==> src/rtl/pwm_pc_pkg.sv <==
package pwm_pc_pkg;

    // Width of the free-running prescaler divider (covers /1024)
    localparam int PRESC_W = 10;

    // Output mode encodings for a waveform channel
    typedef enum logic [1:0] {
        WM_OFF      = 2'b00,
        WM_TOGGLE   = 2'b01,
        WM_CLEAR_UP = 2'b10,
        WM_SET_UP   = 2'b11
    } wave_mode_e;

    // Events produced by the sweep counter on an enabled step
    typedef struct packed {
        logic tick;       // an enabled step happens this cycle
        logic rising;     // the step travels upward
        logic at_top;     // the step lands on the maximum
        logic at_bottom;  // the step lands on zero
    } sweep_ev_t;

    function automatic logic presc_on(input logic [2:0] sel);
        return (sel != 3'd0) && (sel <= 3'd5);
    endfunction

    // Low-bit mask whose all-ones state marks one enable per divide period
    function automatic logic [PRESC_W-1:0] presc_mask(input logic [2:0] sel);
        logic [PRESC_W-1:0] m;
        case (sel)
            3'd2:    m = PRESC_W'(7);
            3'd3:    m = PRESC_W'(63);
            3'd4:    m = PRESC_W'(255);
            3'd5:    m = PRESC_W'(1023);
            default: m = '0;
        endcase
        return m;
    endfunction

endpackage

==> src/rtl/pwm_pc_prescale.sv <==
module pwm_pc_prescale
    import pwm_pc_pkg::*;
(
    input  logic       clk,
    input  logic       rst,
    input  logic [2:0] sel,
    output logic       tick
);

    logic [PRESC_W-1:0] div_q;
    logic [PRESC_W-1:0] mask;

    always_ff @(posedge clk) begin
        if (rst) div_q <= '0;
        else     div_q <= div_q + 1'b1;
    end

    assign mask = presc_mask(sel);
    assign tick = presc_on(sel) && ((div_q & mask) == mask);

    // a stopped select never produces a step
    a_r2_stopped: assert property (@(posedge clk) disable iff (rst)
        (!presc_on(sel)) |-> !tick);

    // divide-by-8 never yields two steps in a row
    a_r2_div8_spacing: assert property (@(posedge clk) disable iff (rst)
        (tick && sel == 3'd2 && $past(sel) == 3'd2) |-> !$past(tick));

endmodule

==> src/rtl/pwm_pc_sweep.sv <==
module pwm_pc_sweep
    import pwm_pc_pkg::*;
#(
    parameter int CNT_W = 8
) (
    input  logic             clk,
    input  logic             rst,
    input  logic             tick,
    output logic [CNT_W-1:0] land,
    output sweep_ev_t        ev
);

    localparam logic [CNT_W-1:0] TOP = '1;

    logic [CNT_W-1:0] cnt_q;
    logic             up_q;
    logic             up_nxt;

    always_comb begin
        land   = up_q ? cnt_q + 1'b1 : cnt_q - 1'b1;
        up_nxt = up_q;
        if (land == TOP)       up_nxt = 1'b0;
        else if (land == '0)   up_nxt = 1'b1;
    end

    always_comb begin
        ev.tick      = tick;
        ev.rising    = up_q;
        ev.at_top    = tick && (land == TOP);
        ev.at_bottom = tick && (land == '0);
    end

    always_ff @(posedge clk) begin
        if (rst) begin
            cnt_q <= '0;
            up_q  <= 1'b1;
        end else if (tick) begin
            cnt_q <= land;
            up_q  <= up_nxt;
        end
    end

    // the count holds without an enable
    a_r3_hold: assert property (@(posedge clk) disable iff (rst)
        !tick |=> $stable(cnt_q));

    // each step moves by exactly one
    a_r3_unit_step: assert property (@(posedge clk) disable iff (rst)
        tick |=> (cnt_q == $past(cnt_q) + 1'b1) || (cnt_q == $past(cnt_q) - 1'b1));

    // turnaround at the maximum, no repeated endpoint
    a_r3_top_turn: assert property (@(posedge clk) disable iff (rst)
        (tick && cnt_q == TOP) |=> cnt_q == TOP - 1'b1);

    // turnaround at zero, no repeated endpoint
    a_r3_bottom_turn: assert property (@(posedge clk) disable iff (rst)
        (tick && cnt_q == '0) |=> cnt_q == CNT_W'(1));

endmodule

==> src/rtl/pwm_pc_channel.sv <==
module pwm_pc_channel
    import pwm_pc_pkg::*;
#(
    parameter int CNT_W        = 8,
    parameter bit ALLOW_TOGGLE = 1'b0
) (
    input  logic             clk,
    input  logic             rst,
    input  sweep_ev_t        ev,
    input  logic [CNT_W-1:0] land,
    input  logic [CNT_W-1:0] cmp_in,
    input  wave_mode_e       mode,
    input  logic             toggle_en,
    input  logic             clr,
    output logic             wave,
    output logic             hit_flag
);

    localparam logic [CNT_W-1:0] TOP = '1;

    logic [CNT_W-1:0] cmp_act_q;
    logic [CNT_W-1:0] cmp_eff;
    logic             hit;
    logic             lvl_q;
    logic             tog_q;
    logic             tog_ok;

    // Staged compare value becomes active on the step landing on the maximum
    assign cmp_eff = ev.at_top ? cmp_in : cmp_act_q;
    assign hit     = ev.tick && (land == cmp_eff);
    assign tog_ok  = ALLOW_TOGGLE && toggle_en && (mode == WM_TOGGLE);

    always_ff @(posedge clk) begin
        if (rst) cmp_act_q <= '0;
        else if (ev.at_top) cmp_act_q <= cmp_in;
    end

    // Non-inverted level: endpoint forcing keeps symmetry about zero
    always_ff @(posedge clk) begin
        if (rst) begin
            lvl_q <= 1'b0;
        end else if (ev.tick) begin
            if (ev.at_bottom) begin
                lvl_q <= (cmp_eff != '0);
            end else if (ev.at_top) begin
                if (cmp_eff == TOP)      lvl_q <= 1'b1;
                else if (cmp_eff != '0)  lvl_q <= 1'b0;
            end else if (hit) begin
                lvl_q <= !ev.rising;
            end
        end
    end

    always_ff @(posedge clk) begin
        if (rst)                tog_q <= 1'b0;
        else if (hit && tog_ok) tog_q <= !tog_q;
    end

    always_ff @(posedge clk) begin
        if (rst)      hit_flag <= 1'b0;
        else if (hit) hit_flag <= 1'b1;
        else if (clr) hit_flag <= 1'b0;
    end

    always_comb begin
        case (mode)
            WM_TOGGLE:   wave = tog_ok ? tog_q : 1'b0;
            WM_CLEAR_UP: wave = lvl_q;
            WM_SET_UP:   wave = !lvl_q;
            default:     wave = 1'b0;
        endcase
    end

    // an active maximum compare keeps the level high
    a_r6_max_high: assert property (@(posedge clk) disable iff (rst)
        (ev.tick && cmp_eff == TOP) |=> lvl_q);

    // a zero compare leaves the level low after a bottom arrival
    a_r7_bottom_low: assert property (@(posedge clk) disable iff (rst)
        (ev.at_bottom && cmp_eff == '0) |=> !lvl_q);

    // the toggle state only moves when toggling is permitted
    a_r9_toggle_gate: assert property (@(posedge clk) disable iff (rst)
        !tog_ok |=> $stable(tog_q));

    // a hit sets the flag even with a clear present
    a_r11_hit_sets: assert property (@(posedge clk) disable iff (rst)
        hit |=> hit_flag);

    // active value changes only at the top landing
    a_r10_staged: assert property (@(posedge clk) disable iff (rst)
        !ev.at_top |=> $stable(cmp_act_q));

endmodule

==> src/rtl/pwm_pc_timer.sv <==
module pwm_pc_timer
    import pwm_pc_pkg::*;
#(
    parameter int CNT_W = 8
) (
    input  logic             clk,
    input  logic             rst,
    input  logic [2:0]       clk_sel,
    input  logic [CNT_W-1:0] cmp_a,
    input  logic [CNT_W-1:0] cmp_b,
    input  logic [1:0]       mode_a,
    input  logic [1:0]       mode_b,
    input  logic             toggle_a_en,
    input  logic [2:0]       flag_clr,
    output logic             wave_a,
    output logic             wave_b,
    output logic             hit_a_flag,
    output logic             hit_b_flag,
    output logic             bottom_flag
);

    localparam int N_CH = 2;

    logic             tick;
    logic [CNT_W-1:0] land;
    sweep_ev_t        ev;

    logic [CNT_W-1:0] cmp_arr  [N_CH];
    logic [1:0]       mode_arr [N_CH];
    logic [N_CH-1:0]  wave_arr;
    logic [N_CH-1:0]  hit_arr;

    assign cmp_arr[0]  = cmp_a;
    assign cmp_arr[1]  = cmp_b;
    assign mode_arr[0] = mode_a;
    assign mode_arr[1] = mode_b;

    pwm_pc_prescale u_presc (
        .clk  (clk),
        .rst  (rst),
        .sel  (clk_sel),
        .tick (tick)
    );

    pwm_pc_sweep #(.CNT_W(CNT_W)) u_sweep (
        .clk  (clk),
        .rst  (rst),
        .tick (tick),
        .land (land),
        .ev   (ev)
    );

    for (genvar g = 0; g < N_CH; g++) begin : g_ch
        pwm_pc_channel #(
            .CNT_W        (CNT_W),
            .ALLOW_TOGGLE (g == 0)
        ) u_ch (
            .clk       (clk),
            .rst       (rst),
            .ev        (ev),
            .land      (land),
            .cmp_in    (cmp_arr[g]),
            .mode      (wave_mode_e'(mode_arr[g])),
            .toggle_en (toggle_a_en),
            .clr       (flag_clr[g+1]),
            .wave      (wave_arr[g]),
            .hit_flag  (hit_arr[g])
        );
    end

    always_ff @(posedge clk) begin
        if (rst)               bottom_flag <= 1'b0;
        else if (ev.at_bottom) bottom_flag <= 1'b1;
        else if (flag_clr[0])  bottom_flag <= 1'b0;
    end

    assign wave_a     = wave_arr[0];
    assign wave_b     = wave_arr[1];
    assign hit_a_flag = hit_arr[0];
    assign hit_b_flag = hit_arr[1];

    // a bottom arrival always raises the flag
    a_r11_bottom_sets: assert property (@(posedge clk) disable iff (rst)
        ev.at_bottom |=> bottom_flag);

    // without a bottom arrival a clear empties the flag
    a_r12_bottom_clears: assert property (@(posedge clk) disable iff (rst)
        (flag_clr[0] && !ev.at_bottom) |=> !bottom_flag);

    // reset leaves flags and pins idle
    a_r1_reset_idle: assert property (@(posedge clk)
        rst |=> !bottom_flag && !hit_a_flag && !hit_b_flag);

endmodule

==> config.mk <==
export PLATFORM = sky130hd
export DESIGN_NAME = pwm_pc_timer
export DESIGN_NICKNAME = d
export VERILOG_FILES = /design/src/rtl/pwm_pc_pkg.sv /design/src/rtl/pwm_pc_prescale.sv /design/src/rtl/pwm_pc_sweep.sv /design/src/rtl/pwm_pc_channel.sv /design/src/rtl/pwm_pc_timer.sv
export SDC_FILE = /design/constraint.sdc
export NUM_CORES = 1
export LEC_CHECK = 0
export ABC_AREA = 1
export BUFFER_PORTS_ARGS = -buffer_cell sky130_fd_sc_hd__clkbuf_2
export CORE_UTILIZATION = 25
export CTS_BUF_LIST = sky130_fd_sc_hd__clkbuf_8 sky130_fd_sc_hd__clkbuf_16
export DETAILED_ROUTE_END_ITERATION = 6
export PLACE_DENSITY = 0.49
export SLEW_MARGIN = 20
export SYNTH_ARGS = -nofsm -noshare
export SYNTH_HDL_FRONTEND = slang
export SYNTH_HIERARCHICAL = 1
export SYNTH_SLANG_ARGS = --single-unit
export TNS_END_PERCENT = 50
==> constraint.sdc <==
create_clock -name clk -period 2.6 [get_ports clk]
set_input_delay 0.26 -clock clk [delete_from_list [all_inputs] [get_ports clk]]
set_output_delay 0.26 -clock clk [all_outputs]
set_load 0.02 [all_outputs]
== Word level (Yosys, flattened, before mapping) ==
Cells that the tools add are included.

* Bitwise logic cells: 1
* Mux-type cells: 25
* $lt $le $gt $ge: 1
* Equal/unequal tests: 17
* Add/sub/neg operators: 3
* Reduce and logical (&&, ||, !) cells: 25

{| class="wikitable"
|+ Operators by type and width
! kind !! number
|-
| $pmux 10 s4 || 1
|-
| $eq 8x8->1 const B || 3
|-
| $mux 8 || 3
|-
| $mux 1 || 19
|-
| $eq 8x8->1 || 2
|-
| $reduce_bool 8->1 || 2
|-
| $add 10x1->10 const B || 1
|-
| $and 10x10->10 || 1
|-
| $eq 10x10->1 || 1
|-
| $reduce_bool 3->1 || 3
|-
| $add 8x1->8 const B || 1
|-
| $eq 2x2->1 const B || 4
|-
| $logic_and 1x1->1 || 8
|-
| $logic_not 8->1 || 1
|-
| $ne 4x2->1 const B || 2
|-
| $reduce_bool 2->1 || 4
|-
| $sub 8x1->8 const B || 1
|-
| $eq 3x2->1 const B || 2
|-
| $eq 3x3->1 const B || 2
|-
| $reduce_and 3->1 || 2
|-
| $logic_not 1->1 || 4
|-
| $le 3x3->1 const B || 1
|-
| $pmux 1 s3 || 1
|-
| $eq 2x1->1 const B || 1
|-
| other kinds (2) || 2
|}

* Flip-flop bits (word level): 41
* Bits of input ports: 29
* Word-level logic and storage cells: 83

== Depth between registers and ports, before layout ==
Gate-level depths: netlist of run 1.

* Word-level depth: 12
* Gate-level depth with buffers: 25
* Gate-level depth less buffers: 24

== Cells and area by module ==
Netlist of run 1, hierarchy kept.

{| class="wikitable"
|+ By module, submodules not included
! module !! times used !! cells each !! area each (µm²) !! sequential area each (µm²)
|-
| pwm_pc_sweep || 1 || 135 || 840.8 || 180.2
|-
| pwm_pc_channel (g_ch[0].u_ch) || 1 || 130 || 790.8 || 220.2
|-
| pwm_pc_channel (g_ch[1].u_ch) || 1 || 123 || 737.0 || 200.2
|-
| pwm_pc_prescale || 1 || 68 || 479.2 || 200.2
|-
| pwm_pc_timer || 1 || 5 || 40.0 || 20.0
|}

== Worst setup path before layout of run 1 ==
Ideal clock, no wire load.

* Kind: register to register
* Start point: register u_sweep.up_q
* End point: register g_ch[1].u_ch.lvl_q
* Arrival time: 2,560 ps
* Stages on the path, launching flop included: 22
* Required time: 2,485 ps
* Clock period less this slack: 2,675 ps
* Path buffers: 2
* Slack: -75 ps
* Cells stage by stage: dfxtp_1 > inv_1 > ha_1 > or2_4 > nand3_4 > nand2_2 > nand2_1 > nand2_1 > nor2_1 > nand3_1 > inv_1 > buf_6 > buf_8 > nand2_4 > nand2_4 > nand2_1 > nor3_2 > nand2_1 > a21oi_1 > nand2_1 > a21oi_1 > nor2_1

{| class="wikitable"
|+ RTL lines
! element !! line !! text
|-
| start, declared || pwm_pc_sweep.sv:16 || <nowiki>logic up_q;</nowiki>
|-
| start signal, assigned || pwm_pc_sweep.sv:39 || <nowiki>up_q <= up_nxt;</nowiki>
|-
| end signal, assigned || pwm_pc_channel.sv:44 || <nowiki>lvl_q <= (cmp_eff != '0);</nowiki>
|-
| end signal, assigned || pwm_pc_channel.sv:49 || <nowiki>lvl_q <= !ev.rising;</nowiki>
|-
| end, declared || pwm_pc_channel.sv:24 || <nowiki>logic lvl_q;</nowiki>
|}

==> run_results.csv, run 1 <==
group,metric,value,unit
global_route,grt_antenna_before_repair,0,
layout,nets,598,
yosys,syn_area_per_cell,6.26,sq um
worst_setup_path,setup.worst_path.start,"u_sweep/up_q",
power,sw_frac_of_total,25.6,%
power,power.leakage,2.04,nW
min_path,hp-class,"primary input to register",
drt,drt-total-wl,7620,um
place,gp_congestion,0.782,
timing,worst_pin_slew,0.285,ns
clock_network,clockBufferDepth,2,
power,power.internal,0.00106,W
worst_setup_path,cp.arrival,3.07,ns
global_route,grt_pass1_vias,2759,
die,core,11000,sq um
yosys,syn_inst,461,
yosys,ys_top_cells_by_count,"127 x nand2_1, 73 x inv_1, 54 x nor2_1",
global_route,grt_usage,13.9,%
clock_network,h-tree-depth,2,
timing,max-slew-margin-rel,81.0,%
yosys,async_flop_share,0,%
drt,vias_per_cell,4.29,
clock_network,root_buffer,"clkbuf_16",
timing,period_minus_slack,2.89,ns
yosys,yosysTopAreaCellShare,28.4,%
worst_setup_path,cp_max_fo,8,
power,p_switching,0.000366,W
layout,final_core_util,36.9,%
drt,drt_iter0_markers,118,
yosys,synth_ff_type,"dfxtp_1",
die,start_util,26.2,%
worst_setup_path,start_kind,"register",
clock_network,path_clk_slew,0.06,ns
place,place_hpwl,5900,um
yosys,syn_area,2890,sq um
worst_setup_path,r2r-end,"g_ch[1].u_ch/lvl_q",
power,p_per_area,350,nW/um^2
yosys,synth-edff-count,0,
clock_network,numClockSinks,41,
layout,layout-drive-gt1-share,33.8,%
layout,area_growth,41.1,%
place,placed_cells,680,
timing,fin_crit_sh,111,%
worst_setup_path,cp.required,2.79,ns
power,pwr-share-seq,45.1,%
run,drv_cap,0,
yosys,yosys.area.top_type,"dfxtp_1",
min_path,hold_end,"g_ch[1].u_ch/hit_flag",
clock_network,hold_buffers,0,
layout,final_cells,700,
run_status,outcome,"finished with violations",
yosys,synthesis.nets,500,
global_route,grt_pass1_wl,12800,um
yosys,yosysSeqAreaShare,28.4,%
worst_setup_path,r2r_cells,23,
die,io_pins,34,
yosys,yosys_warnings,6,
worst_setup_path,timing.reg2reg.setup_slack,-0.29,ns
global_route,grt-ovfl-total,0,
timing,finalHoldViolCount,0,
timing,setup_viol,5,
worst_setup_path,end_kind,"register",
global_route,grt_max_degree,23,
layout,diodes,0,
timing,rsz0062_at_grt,"yes",
clock_network,cts_buffers,5,
die,die_width,109,um
yosys,ys_types,36,
timing,clock.fmax,347,MHz
run_status,violations,"setup timing",
drt,drcViolationCount,0,
drt,wire_per_inst,10.9,um
min_path,hp-start,"flag_clr[2]",
yosys,netlist_top_cells_area,"dfxtp_1 28%, nand2_1 17%, inv_1 9.5%",
drt,num_vias,3006,
timing,final-max-slew-violation-count,0,
timing,skew,0.00405,ns
drt,first_pass_iters,4,
place,port_buffers,33,
worst_setup_path,worstSetupPathType,"register to register",
die,num_rows,38,
power,clkPwrFrac,42.8,%
power,ir_drop,191,uV
drt,postRouteAntennaNets,0,
timing,worst_slack,-0.286,ns
clock_network,clk_latency,0.29,ns
worst_setup_path,r2r-start,"u_sweep/up_q",
yosys,synth_most_common_cell,"nand2_1",
die,die_h,109,um
clock_network,tritoncts,"yes",
die,die-area,12000,sq um
power,power.share.combinational,12.0,%
min_path,hold_path_depth,4,
yosys,synth_seq_cells,41,
timing,whs,0.220,ns
[area by class of cell]
class	count	area, sq um
clock inverter	3	13.8
timing repair buffer	100	742
sequential	41	825
tap	140	175
multi-input combinational	331	1870
fill	1181	6960
clock buffer	5	125
inverter	80	324
[worst max-delay path by stage]
stage | endpoint | slack, ns
global route | g_ch[1].u_ch/lvl_q | -0.49
CTS | g_ch[0].u_ch/lvl_q | -0.19
detailed placement | g_ch[1].u_ch/lvl_q | -0.39
finish | g_ch[1].u_ch/lvl_q | -0.29
floorplan | g_ch[1].u_ch/lvl_q | 0.01
global placement | g_ch[1].u_ch/lvl_q | -0.37
[routing by layer]
layer  track usage [%]  part of all wire (%)  routed length, um  up-vias
met1              18.0                    49               3760     1315
met3              2.02                   2.8                210       14
met5                 0                     0                  0        -
li1                  -                     -                  -     1643
met2              22.8                    46               3470       34
met4              5.90                   2.3                176        0
[flip-flops by register name (all words and copies together) (netlist names)]
name	count
g_ch.u_ch/tog_q	1
g_ch.u_ch/hit_flag	2
u_presc/div_q	10
g_ch.u_ch/cmp_act_q	16
g_ch.u_ch/lvl_q	2
u_sweep/up_q	1
u_sweep/cnt_q	8
bottom_flag	1
[power by group through the flow]
stage | Sequential, W | Combinational (W) | Clock (W)
global route | 0.000644 | 0.000194 | 0.000662
finish | 0.000644 | 0.000172 | 0.000611
floorplan | 0.000658 | 0.0000865 | 0
CTS | 0.000645 | 0.000169 | 0.000638
detailed placement | 0.000659 | 0.000166 | 0
global placement | 0.000659 | 0.000164 | 0
[what timing repair did]
item,in CTS,in global routing
pin swaps,1,16
endpoints found under the setup margin,5,5
resized for setup,21,40
cloned,1,0
buffers inserted,1,10
[through the flow]
stage	cell area (sq um)	worst slack [ns]	total power (W)	setup TNS (ns)
after floorplan	2900	0.0135	0.000745	0
after global placement	3600	-0.367	0.000822	-1.20
after detailed placement	3600	-0.388	0.000824	-1.32
after CTS	3850	-0.189	0.00145	-0.618
after global routing	4080	-0.492	0.00150	-2.11
final	4080	-0.286	0.00143	-1.04
[placed cells by master (no fill, tap or decap), types with 7 or more instances in the layout]
master    netlist  final
buf_4           2     59
ha_1            9      7
nand2_1       127    111
nand3_1        45     44
nand2_2        15     21
o21ai_0        11     10
clkbuf_2        0     34
nor2_1         54     50
dfxtp_1        41     40
nand2_4         6     15
nor2_2          8     11
a21oi_1        22     17
inv_1          73     72
[worst max-delay path, stage by stage (launching register included)]
cell and delay (ns):
dfxtp_4 0.38, inv_8 0.05, fa_2 0.41, nand2_2 0.11, nand2_4 0.07, nand3_4 0.09
nand2_4 0.05, nand2_2 0.06, nand2_2 0.07, nor2_1 0.10, nand3_1 0.11, inv_2 0.12
buf_12 0.17, buf_8 0.13, buf_4 0.11, nand2_4 0.05, nand2_4 0.08, nand2_1 0.06
nor2_2 0.10, nand2_1 0.07, a21oi_2 0.13, nand2_1 0.09, a21oi_2 0.11, nor2_1 0.05
[cells by family after synthesis]
group,Yosys count,share of synthesized area (%)
xor+xnor,3,0.910
flops,41,28.4
simple gates,270,43.1
fa+ha+maj,10,4.59
buf+inv,89,13.4
compound gates,48,9.53
Note: power is estimated with default switching activity, not from simulation.
==> run 2, diff against run 1 <==
--- a/config.mk
+++ b/config.mk
@@ -14,6 +14,5 @@
 export SLEW_MARGIN = 20
 export SYNTH_ARGS = -nofsm -noshare
 export SYNTH_HDL_FRONTEND = slang
-export SYNTH_HIERARCHICAL = 1
 export SYNTH_SLANG_ARGS = --single-unit
 export TNS_END_PERCENT = 50
==> run 2 against run 1 <==
  * The run still ends with setup timing left
  * Largest cell class unchanged
  * Register-to-register slack gained 0.07 ns
  * Combinational power grew 5%
  * Worst hold slack lost 0.021 ns
  * Clock skew is essentially flat
  * Clock power grew 3.3%
  * Global-route usage grew 1.3 points
  * Critical endpoint is now g_ch[0].u_ch.tog_q
  * Area after synthesis shrank 2.6%
  * Die area shrank 2.6%
==> run_results.csv, run 2 <==
group,metric,value,unit
clock_network,clockBufferDepth,2,
min_path,hp-class,"primary input to register",
die,core,10900,sq um
yosys,synth_most_common_cell,"nand2_1",
layout,diodes,0,
power,p_per_area,350,nW/um^2
die,io_pins,34,
worst_setup_path,cp.required,2.80,ns
timing,worst_pin_slew,0.585,ns
yosys,syn_area_per_cell,6.02,sq um
clock_network,tritoncts,"yes",
global_route,grt_pass1_vias,2960,
timing,worst_slack,-0.218,ns
layout,n_fill_cell,1191,
clock_network,hold_buffers,0,
clock_network,path_clk_slew,0.09,ns
drt,postRouteAntennaNets,0,
yosys,yosys_warnings,0,
timing,skew,0.00357,ns
clock_network,h-tree-depth,2,
run_status,outcome,"finished with violations",
worst_setup_path,cp_max_fo,7,
global_route,grt_pass1_wl,13800,um
power,ir_drop,177,uV
min_path,hold_path_depth,4,
worst_setup_path,r2r_cells,22,
worst_setup_path,worstSetupPathType,"register to register",
die,die_h,108,um
yosys,synth_seq_cells,41,
drt,num_vias,3240,
global_route,grt_use_met2,26.7,%
power,power.leakage,2.10,nW
global_route,grt_usage,15.2,%
die,die_width,108,um
yosys,ys_types,31,
place,gp_congestion,0.858,
worst_setup_path,end_kind,"register",
yosys,ys_top_cells_by_count,"135 x nand2_1, 70 x inv_1, 54 x nand3_1",
layout,mostFrequentLayoutCells,"116 x nand2_1, 67 x buf_4, 63 x inv_1, 44 x nand3_1, 42 x nor2_1",
layout,layout-drive-gt1-share,36.1,%
yosys,synth-edff-count,0,
layout,reg_top3,"g_ch.u_ch.cmp_act_q x16, u_presc.div_q x10, u_sweep.cnt_q x8",
place,place_area,3560,sq um
yosys,synthesis.nets,506,
die,die-area,11700,sq um
layout,final_cells,710,
yosys,async_flop_share,0,%
yosys,yosysTopAreaCellShare,29.2,%
clock_network,clk_latency,0.30,ns
drt,drt_iter0_markers,94,
run,drv_cap,0,
timing,final-max-slew-violation-count,0,
run_status,violations,"setup timing",
global_route,top_usage_layer,"met2",
clock_network,root_buffer,"clkbuf_8",
timing,clock.fmax,355,MHz
timing,setup_viol,5,
yosys,synth_ff_type,"dfxtp_1",
die,num_rows,38,
layout,finalInstanceArea,4160,sq um
layout,area_growth,47.8,%
timing,finalHoldViolCount,0,
yosys,syn_area,2810,sq um
yosys,syn_inst,467,
timing,period_minus_slack,2.82,ns
layout,largest-register,"g_ch.u_ch.cmp_act_q",
drt,drt-total-wl,8860,um
yosys,netlist_top_cells_area,"dfxtp_1 29%, nand2_1 18%, nand3_1 9.6%",
place,placed_cells,689,
global_route,grt_max_degree,27,
timing,max-slew-margin-rel,61.0,%
place,port_buffers,33,
drt,first_pass_iters,4,
drt,vias_per_cell,4.56,
worst_setup_path,start_kind,"register",
place,place_hpwl,6530,um
worst_setup_path,cp.arrival,3.02,ns
yosys,yosysSeqAreaShare,29.2,%
die,start_util,25.8,%
timing,fin_crit_sh,108,%
clock_network,numClockSinks,41,
global_route,grt_antenna_before_repair,0,
clock_network,cts_buffers,5,
layout,largest_reg_flops,16,
yosys,yosys.area.top_type,"dfxtp_1",
drt,drcViolationCount,0,
global_route,grt_util_met3,2.53,%
timing,rsz0062_at_grt,"yes",
global_route,use_met1,18.6,%
global_route,grt-ovfl-total,0,
layout,nets,608,
drt,wire_per_inst,12.5,um
layout,final_common_cell,"nand2_1",
==> run 2: cell types whose count changed after synthesis, moves of 4 or more <==
cell	delta
nand2_2	-9
nand3_1	+9
nand2_1	+8
nor3_1	+6
o21ai_0	+6
a21oi_1	+5
nand2_4	-5
o211ai_1	-4
==> run 2: timing repair <==
action,CTS,global route
resized for setup,31,54
gates cloned,0,2
endpoints found under the setup margin,5,6
pin swaps,5,34
setup buffers,3,8
==> run 2: area by class of cell <==
| type | count | area (sq um) | share of cell area (%) |
|---|---|---|---|
| multi-input cells | 341 | 1970 | 47.5 |
| flip-flops and latches | 41 | 827 | 19.9 |
| repair buffers | 104 | 749 | 18.0 |
| inverters | 76 | 298 | 7.16 |
| well taps | 140 | 175 | 4.21 |
| clock buffers | 5 | 68.8 | 1.66 |
| clock inverters | 3 | 65.1 | 1.56 |
==> run 2: per-stage QoR <==
step	setup WS, ns	setup TNS (ns)	hold slack [ns]	utilization (%)	total power, W
after global placement	-0.280	-1.05	0.436	32.7	0.000818
after detailed placement	-0.289	-1.27	0.446	32.7	0.000819
after CTS	-0.113	-0.436	0.195	35.4	0.00146
after floorplan	0.0295	0	0.412	-	0.000743
after global routing	-0.413	-1.83	0.216	38.2	0.00152
final	-0.218	-0.830	0.199	38.2	0.00145
==> run 2: worst paths after layout <==
kind                    start               endpoint  slack [ns]
max reg2reg      u_sweep.up_q     g_ch[0].u_ch.tog_q       -0.22
max              u_sweep.up_q     g_ch[0].u_ch.tog_q       -0.22
min reg2reg  u_presc.div_q[0]       u_presc.div_q[0]        0.47
min               flag_clr[2]  g_ch[1].u_ch.hit_flag        0.20
==> run 2: metal layers <==
metal	part of all wire [%]	vias up	routed length, um
met2	50	63	4390
met3	3.8	18	333
met5	0	-	0
met1	45	1478	3960
li1	-	1681	-
met4	2.0	0	178
==> run 2: cells by family after synthesis <==
| group | synth area share, % |
|---|---|
| XOR/XNOR | 0.311 |
| buffers and inverters | 12.2 |
| AND/OR/NAND/NOR | 42.5 |
| flip-flops | 29.2 |
| adder cells (fa/ha/maj) | 4.72 |
| AO/OA/AOI/OAI | 11.1 |
==> run 2: report_power, final <==
group	switching, W	leakage (nW)	internal (W)	total (W)
registers	0.00000722	0.332	0.000636	0.000643
logic	0.000106	1.70	0.0000746	0.000181
clock network	0.000249	0.0681	0.000382	0.000631
total	0.000362	2.10	0.00109	0.00145
==> run 2: critical path, cell delays in order (launching register included) <==
cell and delay [ns]:
dfxtp_4 0.41, clkinv_8 0.10, ha_4 0.32, inv_2 0.05, nand2_2 0.12, nand3_2 0.13
nand2_2 0.10, nand2_1 0.06, nand2_2 0.10, nor2_4 0.05, nand3_4 0.14, clkbuf_16 0.18
nand2_2 0.06, buf_4 0.13, nand3_1 0.06, nand2_1 0.06, nor2_2 0.13, buf_4 0.12
nand3_2 0.10, nor2_4 0.13, nand3_2 0.06, nand2_1 0.06, nor2_1 0.05
